===== src/rtl/rowbuf_dram_pkg.sv =====
package rowbuf_dram_pkg;

  typedef enum logic [1:0] {
    ST_IDLE = 2'd0,
    ST_ACT  = 2'd1,
    ST_OPEN = 2'd2
  } rowState_e;

  // strobes from control to datapath, one bit per action this cycle
  typedef struct packed {
    logic loadRow;    // copy array row into buffer
    logic writeBack;  // copy buffer into the open row
    logic colRead;    // buffer byte to rdData
    logic colWrite;   // wrData into buffer byte
    logic doRefresh;  // restore the row under the refresh pointer
    logic reject;     // column strobe refused
  } dpCmd_t;

endpackage


===== src/rtl/rowbuf_dram_ctrl.sv =====
module rowbuf_dram_ctrl
  import rowbuf_dram_pkg::*;
#(
  parameter int ROWS    = 4,
  parameter int ROW_LAT = 2,
  parameter int REF_INT = 32,
  localparam int RW     = $clog2(ROWS),
  localparam int CW     = $clog2(ROW_LAT) + 1,
  localparam int TW     = $clog2(REF_INT)
) (
  input  logic          clk,
  input  logic          rst_n,
  input  logic          rowStrobe,
  input  logic          colStrobe,
  input  logic          closeRow,
  input  logic          writeEn,
  input  logic [RW-1:0] newRow,
  output dpCmd_t        cmd,
  output logic [RW-1:0] openRow,
  output logic [RW-1:0] refRow,
  output rowState_e     state
);

  logic [CW-1:0] actCnt;
  logic [TW-1:0] refTimer;
  logic          refPending;
  logic          refTick;
  logic          colOk;
  logic          rowHeld;

  assign rowHeld = (state != ST_IDLE);
  assign refTick = (refTimer == TW'(REF_INT - 1));
  assign colOk   = colStrobe && !rowStrobe && !closeRow && (state == ST_OPEN);

  always_comb begin
    cmd           = '0;
    cmd.loadRow   = rowStrobe;
    cmd.writeBack = (rowStrobe || closeRow) && rowHeld;
    cmd.colRead   = colOk && !writeEn;
    cmd.colWrite  = colOk && writeEn;
    cmd.reject    = colStrobe && !colOk;
    cmd.doRefresh = refPending && !rowHeld && !rowStrobe;
  end

  // row state machine
  always_ff @(posedge clk) begin
    if (!rst_n) begin
      state   <= ST_IDLE;
      actCnt  <= '0;
      openRow <= '0;
    end else if (rowStrobe) begin
      state   <= ST_ACT;
      actCnt  <= CW'(1);
      openRow <= newRow;
    end else if (closeRow && rowHeld) begin
      state <= ST_IDLE;
    end else if (state == ST_ACT) begin
      if (actCnt == CW'(ROW_LAT - 1)) state <= ST_OPEN;
      else                            actCnt <= actCnt + CW'(1);
    end
  end

  // refresh interval timer and round-robin pointer
  always_ff @(posedge clk) begin
    if (!rst_n) begin
      refTimer   <= '0;
      refPending <= 1'b0;
      refRow     <= '0;
    end else begin
      refTimer   <= refTick ? '0 : refTimer + TW'(1);
      refPending <= (refPending && !cmd.doRefresh) || refTick;
      if (cmd.doRefresh)
        refRow <= (refRow == RW'(ROWS - 1)) ? '0 : refRow + RW'(1);
    end
  end

endmodule


===== src/rtl/rowbuf_dram_dp.sv =====
module rowbuf_dram_dp
  import rowbuf_dram_pkg::*;
#(
  parameter int ROWS   = 4,
  parameter int COLS   = 4,
  parameter int DW     = 8,
  parameter int RETAIN = 256,
  localparam int RW    = $clog2(ROWS),
  localparam int CWID  = $clog2(COLS),
  localparam int AGW   = $clog2(RETAIN + 1)
) (
  input  logic            clk,
  input  logic            rst_n,
  input  dpCmd_t          cmd,
  input  logic [RW-1:0]   newRow,
  input  logic [RW-1:0]   openRow,
  input  logic [RW-1:0]   refRow,
  input  logic [CWID-1:0] colIdx,
  input  logic [DW-1:0]   wrData,
  output logic [DW-1:0]   rdData,
  output logic            rdValid,
  output logic            protoErr
);

  logic [DW-1:0]  cells  [ROWS][COLS];
  logic [DW-1:0]  rowBuf [COLS];
  logic [AGW-1:0] age    [ROWS];
  logic [ROWS-1:0] touched;
  logic           keepBuf;

  // a re-strobe of the row already in the buffer keeps the buffer
  assign keepBuf = cmd.writeBack && (newRow == openRow);

  generate
    for (genvar r = 0; r < ROWS; r++) begin : g_touch
      assign touched[r] = (cmd.loadRow   && newRow  == RW'(r)) ||
                          (cmd.writeBack && openRow == RW'(r)) ||
                          (cmd.doRefresh && refRow  == RW'(r));
    end
  endgenerate

  // charge age per row; refresh rewrites the row unchanged, so only age resets
  always_ff @(posedge clk) begin
    if (!rst_n) begin
      for (int r = 0; r < ROWS; r++) age[r] <= '0;
    end else begin
      for (int r = 0; r < ROWS; r++) begin
        if (touched[r])                   age[r] <= '0;
        else if (age[r] != AGW'(RETAIN))  age[r] <= age[r] + AGW'(1);
      end
    end
  end

  // storage array: decay, then store-back overrides
  always_ff @(posedge clk) begin
    if (!rst_n) begin
      for (int r = 0; r < ROWS; r++)
        for (int c = 0; c < COLS; c++) cells[r][c] <= '0;
    end else begin
      for (int r = 0; r < ROWS; r++)
        if (age[r] == AGW'(RETAIN) && !touched[r])
          for (int c = 0; c < COLS; c++) cells[r][c] <= '0;
      if (cmd.writeBack)
        for (int c = 0; c < COLS; c++) cells[openRow][c] <= rowBuf[c];
    end
  end

  // row buffer
  always_ff @(posedge clk) begin
    if (!rst_n) begin
      for (int c = 0; c < COLS; c++) rowBuf[c] <= '0;
    end else if (cmd.loadRow) begin
      if (!keepBuf)
        for (int c = 0; c < COLS; c++) rowBuf[c] <= cells[newRow][c];
    end else if (cmd.colWrite) begin
      rowBuf[colIdx] <= wrData;
    end
  end

  // read port and pulses
  always_ff @(posedge clk) begin
    if (!rst_n) begin
      rdData   <= '0;
      rdValid  <= 1'b0;
      protoErr <= 1'b0;
    end else begin
      rdValid  <= cmd.colRead;
      protoErr <= cmd.reject;
      if (cmd.colRead) rdData <= rowBuf[colIdx];
    end
  end

endmodule


===== src/rtl/rowbuf_dram.sv =====
module rowbuf_dram
  import rowbuf_dram_pkg::*;
#(
  parameter int ROWS    = 4,
  parameter int COLS    = 4,
  parameter int DW      = 8,
  parameter int ROW_LAT = 2,
  parameter int REF_INT = 32,
  parameter int RETAIN  = 256,
  localparam int RW     = $clog2(ROWS),
  localparam int CWID   = $clog2(COLS),
  localparam int AW     = (RW > CWID) ? RW : CWID
) (
  input  logic          clk,
  input  logic          rst_n,
  input  logic [AW-1:0] addrIn,
  input  logic          rowStrobe,
  input  logic          colStrobe,
  input  logic          closeRow,
  input  logic          writeEn,
  input  logic [DW-1:0] wrData,
  output logic [DW-1:0] rdData,
  output logic          rdValid,
  output logic          protoErr
);

  dpCmd_t        dpCmd;
  rowState_e     ctrlState;
  logic [RW-1:0] openRow;
  logic [RW-1:0] refRow;

  rowbuf_dram_ctrl #(
    .ROWS(ROWS), .ROW_LAT(ROW_LAT), .REF_INT(REF_INT)
  ) u_ctrl (
    .clk(clk), .rst_n(rst_n),
    .rowStrobe(rowStrobe), .colStrobe(colStrobe),
    .closeRow(closeRow), .writeEn(writeEn),
    .newRow(addrIn[RW-1:0]),
    .cmd(dpCmd), .openRow(openRow), .refRow(refRow), .state(ctrlState)
  );

  rowbuf_dram_dp #(
    .ROWS(ROWS), .COLS(COLS), .DW(DW), .RETAIN(RETAIN)
  ) u_dp (
    .clk(clk), .rst_n(rst_n), .cmd(dpCmd),
    .newRow(addrIn[RW-1:0]), .openRow(openRow), .refRow(refRow),
    .colIdx(addrIn[CWID-1:0]), .wrData(wrData),
    .rdData(rdData), .rdValid(rdValid), .protoErr(protoErr)
  );

endmodule


===== config.mk =====
export PLATFORM = sky130hd
export DESIGN_NAME = rowbuf_dram
export DESIGN_NICKNAME = d
export VERILOG_FILES = /design/src/rtl/rowbuf_dram_pkg.sv /design/src/rtl/rowbuf_dram_ctrl.sv /design/src/rtl/rowbuf_dram_dp.sv /design/src/rtl/rowbuf_dram.sv
export SDC_FILE = /design/constraint.sdc
export NUM_CORES = 1
export LEC_CHECK = 0
export BUFFER_PORTS_ARGS = -buffer_cell sky130_fd_sc_hd__buf_2
export CORE_UTILIZATION = 45
export CTS_CLUSTER_DIAMETER = 50
export CTS_CLUSTER_SIZE = 10
export DETAILED_ROUTE_END_ITERATION = 10
export PLACE_DENSITY_LB_ADDON = 0.25
export SLEW_MARGIN = 20
export SYNTH_ARGS = -nofsm -noshare
export SYNTH_HDL_FRONTEND = slang
export SYNTH_SLANG_ARGS = --single-unit

===== constraint.sdc =====
create_clock -name clk -period 3.45 [get_ports clk]
set_input_delay 0.1725 -clock clk [delete_from_list [all_inputs] [get_ports clk]]
set_output_delay 0.1725 -clock clk [all_outputs]
set_load 0.01 [all_outputs]

After elaboration in Yosys (flattened, before gate mapping)
Memories as Yosys holds them, arrays and structs flattened. A register that Yosys moved wholly into a read port is not among the register bits.
Index checks and enable logic that the tools add are counted.
Storage, ports and cells
  flip-flop bits (word level): 16
  RAM bits: 196
  bits of input ports: 16
  output and inout bits: 10
  logic and storage cells: 231
  memories: 3
Cells by class
  add/subtract/negate cells: 7
  equal/unequal tests: 24
  muxes and demuxes: 92
  bitwise operators: 31
  reductions and logical operators: 64
Memory list
  u_dp.cells: depth 4, width 32, rd ports 1, clocked after memory_dff 0, wr ports 5, RTL line rowbuf_dram_dp.sv:25  | logic [DW-1:0] cells [ROWS][COLS];
  u_dp.age: depth 4, width 9, rd ports 4, clocked after memory_dff 0, wr ports 4, RTL line rowbuf_dram_dp.sv:27  | logic [AGW-1:0] age [ROWS];
  u_dp.rowBuf: depth 4, width 8, rd ports 5, clocked after memory_dff 1, wr ports 4, RTL line rowbuf_dram_dp.sv:26  | logic [DW-1:0] rowBuf [COLS];
Operators with widths (count)
  8-bit two-way mux: 21
  9-bit two-way mux: 8
  1-bit two-way mux: 61
  9-bit by 1-bit adder with 9-bit output, second input constant: 4
  9-bit == test, second input constant: 4
  9-bit != test, second input constant: 4
  1-bit logical AND: 28
  1-bit bitwise OR: 28
  2-bit == test, second input constant: 7
  1-bit logical NOT: 11
  2-bit by 1-bit == test with 1-bit output, second input constant: 5
  1-bit logical OR: 10
  8-bit OR reduction: 1
  2-bit logical NOT: 3
  3-bit AND reduction: 2
  3-bit nonzero test: 2
  5-bit by 1-bit adder with 5-bit output, second input constant: 1
  5-bit == test, second input constant: 1
  2-bit by 1-bit adder with 2-bit output, second input constant: 2
  2-bit two-way mux: 2
  2-bit != test, second input constant: 2
  2-bit AND reduction: 2
  2-bit nonzero test: 2
  2-bit OR reduction: 2
  other kinds (3): 5

Depth between registers and ports, before layout
  word-level depth: 12
  gate-level depth with buffers: 6
  mapped depth without buffers: 5

Cells and area by module
A second synthesis with hierarchy kept.
Unflattened totals
  cell total of the unflattened synthesis: 714
  area, all modules: 10277.4 um^2
By module, submodules not included
  rowbuf_dram_dp: times used 1, cells an instance 652, area each 9623.0 um^2, seq. area each 6085.8 um^2
  rowbuf_dram_ctrl: times used 1, cells an instance 62, area each 654.4 um^2, seq. area each 280.3 um^2

Worst setup path after synthesis
OpenSTA, ideal clock, no wires.
  kind: reg2reg
  start: mem u_dp.age[0][15] (netlist name)
  end: mem u_dp.cells[1][0] (netlist name) (enable)
  setup time: 0.388 ns
  arrival: 2.186 ns
  data required time: 3.062 ns
  path slack: 0.876 ns
  stages on the path, launching flop included: 5
  path buffers: 1
  period minus slack after synthesis: 2.574 ns
  cells stage by stage: edfxtp_1 or4_1 nor4_1 clkbuf_1 a21o_1
RTL lines (RTL line)
  start, declared: rowbuf_dram_dp.sv:27
  end, declared: rowbuf_dram_dp.sv:25

==> results_dict.tcl <==
set metrics [dict create \
    status "finished, final reports clean" \
    stdcell_count 1065 \
    synth_ff_type "edfxtp_1" \
    antenna_found_initial 0 \
    rows 55 \
    worstSetupPathType "reg -> reg" \
    wl_per_cell_microns 21.5 \
    max-cap-violations 0 \
    antenna_cells 0 \
    synth-seq-cells 220 \
    synth_area_leaders "edfxtp_1 57%, mux4_2 8.7%, and2_1 7.8%" \
    viasPerCell 6.01 \
    cellPowerDensity_nw_per_um2 512 \
    dp.final_hpwl_microns 14800 \
    p_total_mw 5.95 \
    synth.cell_area_sq_um 10400 \
    tns_ns 0 \
    ys_seq_area_share_pct 61.4 \
    synth.avg_cell_area_sq_um 14.1 \
    register_area_sq_um 6370 \
    period_needed_ns 2.67 \
    post-synth-top-count-cell "edfxtp_1" \
    fin_skew_ns 0.0172 \
    drt_iter0_drc 559 \
    place.gp.congestion 0.810 \
    synth_cells 738 \
    max_freq_mhz 375 \
    multiInputGateArea_sq_um 3720 \
    area_delta_synth_final_pct 12.0 \
    cts_tree "built" \
    drt_pass1_iterations 5 \
    ir_worst_vdd_v 0.000305 \
    synth_top_area_share_pct 56.7 \
    clkTransAtPathRegs_ns 0.05 \
    clkLatencyLatePin_ns 0.53 \
    die_area_sq_um 23700 \
    hold_violations 0 \
    die_height_microns 154 \
    fp.dieW_microns 154 \
    dp_cells 1018 \
    grt_max_degree 33 \
    fin_ws_ns 0.783 \
    nets 798 \
    htree_levels 1 \
    synthTopCellsByCount "196 x edfxtp_1, 129 x and2_1, 40 x mux4_2" \
    cts_inserted_buffers 27 \
    min_path_type "in -> reg" \
    postCtsSetupRepairBufs 0 \
    place_ws_ns 0.808 \
    clockRootBuffer "clkbuf_16" \
    final_layout_size_suffix_gt1_share_pct 15.6 \
    drc 0 \
    critical_path.max_fanout 19 \
    finalSetupViolations 0 \
    cts_buffer_depth 3 \
    grt_pass1_wl_microns 35900 \
    drt-total-wl_microns 22900 \
    start_util_pct 45.8 \
    grt.total_usage_pct 19.8 \
    cp.arrival_ns 2.82 \
    rsz0062_at_grt "no" \
    leakage_nw 4.16 \
    core_area_sq_um 22600 \
    clock-sinks 220 \
    syn_nets 769 \
    fin_crit_sh_pct 77.3 \
    end_kind "flop" \
    ant_nets 0 \
    maxSlewViolCount 0 \
    synth_cell_types 51 \
    grt_pass1_vias 6448 \
    portBuffers 25 \
    overflow 0 \
    cp.required_ns 3.60 \
    io_pins 26 \
    startpoint_type "flop" \
    cts_resized 0 \
    synth-edff-count 196 \
    synth_top_cell_by_area "edfxtp_1" \
    worstMarginPinSlew_ns 0.953 \
    synth-async-reset-ratio_pct 0 \
    ys_warn_count 0 \
    relSlewSlack_pct 36.4 \
    vias 6404 \
    fillers 1877 \
    fin_util_pct 51.3 \
]
[through the flow]
stage	instance area, sq um	hold WS [ns]
finish	11600	0.0166
global route	11600	0.0138
CTS	11600	0.00669
detailed placement	10800	0.466
global placement	10800	0.426
floorplan	10400	0.251
[registers in the layout (all words and copies together), names as in the netlist]
signal and count:
u_dp.rdData 8, u_dp.rowBuf 32, u_dp.protoErr 1, u_ctrl.actCnt 2, u_dp.cells 128, u_ctrl.openRow 2
u_ctrl.state 2, u_ctrl.refPending 1, u_dp.age 36, u_ctrl.refRow 2, u_dp.rdValid 1, u_ctrl.refTimer 5
[layout make-up]
class	instances	area share, %
inverter	28	0.905
clock buffer	39	6.38
clock inverter	3	0.205
multi-input combinational	443	32.0
tap	285	3.07
timing repair buffer	47	2.61
sequential	220	54.8
[timing repair]
item / in CTS / in global routing
setup endpoints to repair: 0 / 0
hold buffers: 5 / 0
endpoints found under the hold margin: 6 / 0
[path summary, 6_finish.rpt]
kind	startpoint	end	slack (ns)	cells after the start
worst max-delay path	u_ctrl.state[1]	u_dp.rowBuf[2][0]	0.78	3
worst min-delay path	wrData[3]	u_dp.rowBuf[3][3]	0.02	2
worst max register to register	u_ctrl.state[1]	u_dp.rowBuf[2][0]	0.78	3
worst min register to register	u_ctrl.refTimer[0]	u_ctrl.refTimer[0]	0.47	1
[per-layer routing]
| metal | wire length [microns] | part of all wire [%] | track usage [%] | vias to the layer above |
|---|---|---|---|---|
| met5 | 0 | 0 | 0 | - |
| met4 | 532 | 2.3 | 5.52 | 0 |
| li1 | - | - | - | 2921 |
| met2 | 11300 | 49 | 33.7 | 183 |
| met1 | 9910 | 43 | 26.5 | 3260 |
| met3 | 1220 | 5.3 | 2.79 | 40 |
[layout by cell type, fill, tap and decap left out, drive strengths merged, types with 8 or more instances in the layout]
cell and count:
a2111oi 17, a21oi 11, a22o 18, and2 129, buf 42, clkbuf 39
dfxtp 24, edfxtp 196, ha 15, inv 28, mux4 40, nand2 14
nand3 17, nand4 8, nand4b 8, nor2 16, nor4 22, nor4b 8
o21ai 17, o2bb2ai 17, o31ai 12, or3 15, xor2 10
[report_power, final]
group	switching, mW	total [mW]	leakage, nW	internal, mW
combinational	0.212	0.360	1.47	0.148
sequential	0.0864	3.11	2.32	3.03
clock	1.01	2.48	0.372	1.47
[cells by family after synthesis]
logic type               count (synthesis)  synth area share (%)
flip-flops                             220                  61.4
AO/OA/AOI/OAI                          109                  7.98
XOR/XNOR                                17                  1.43
adder cells (fa/ha/maj)                 15                  1.81
buffers and inverters                   75                  3.00
multiplexers                            43                  8.97
AND/OR/NAND/NOR                        259                  15.4
[worst max-delay path, stage by stage (launching register included)]
cell and delay (ns):
dfxtp_1 0.71, o22ai_2 0.32, o31ai_1 0.77, nand3_1 0.49
Note: power is estimated with default switching activity, not from simulation.
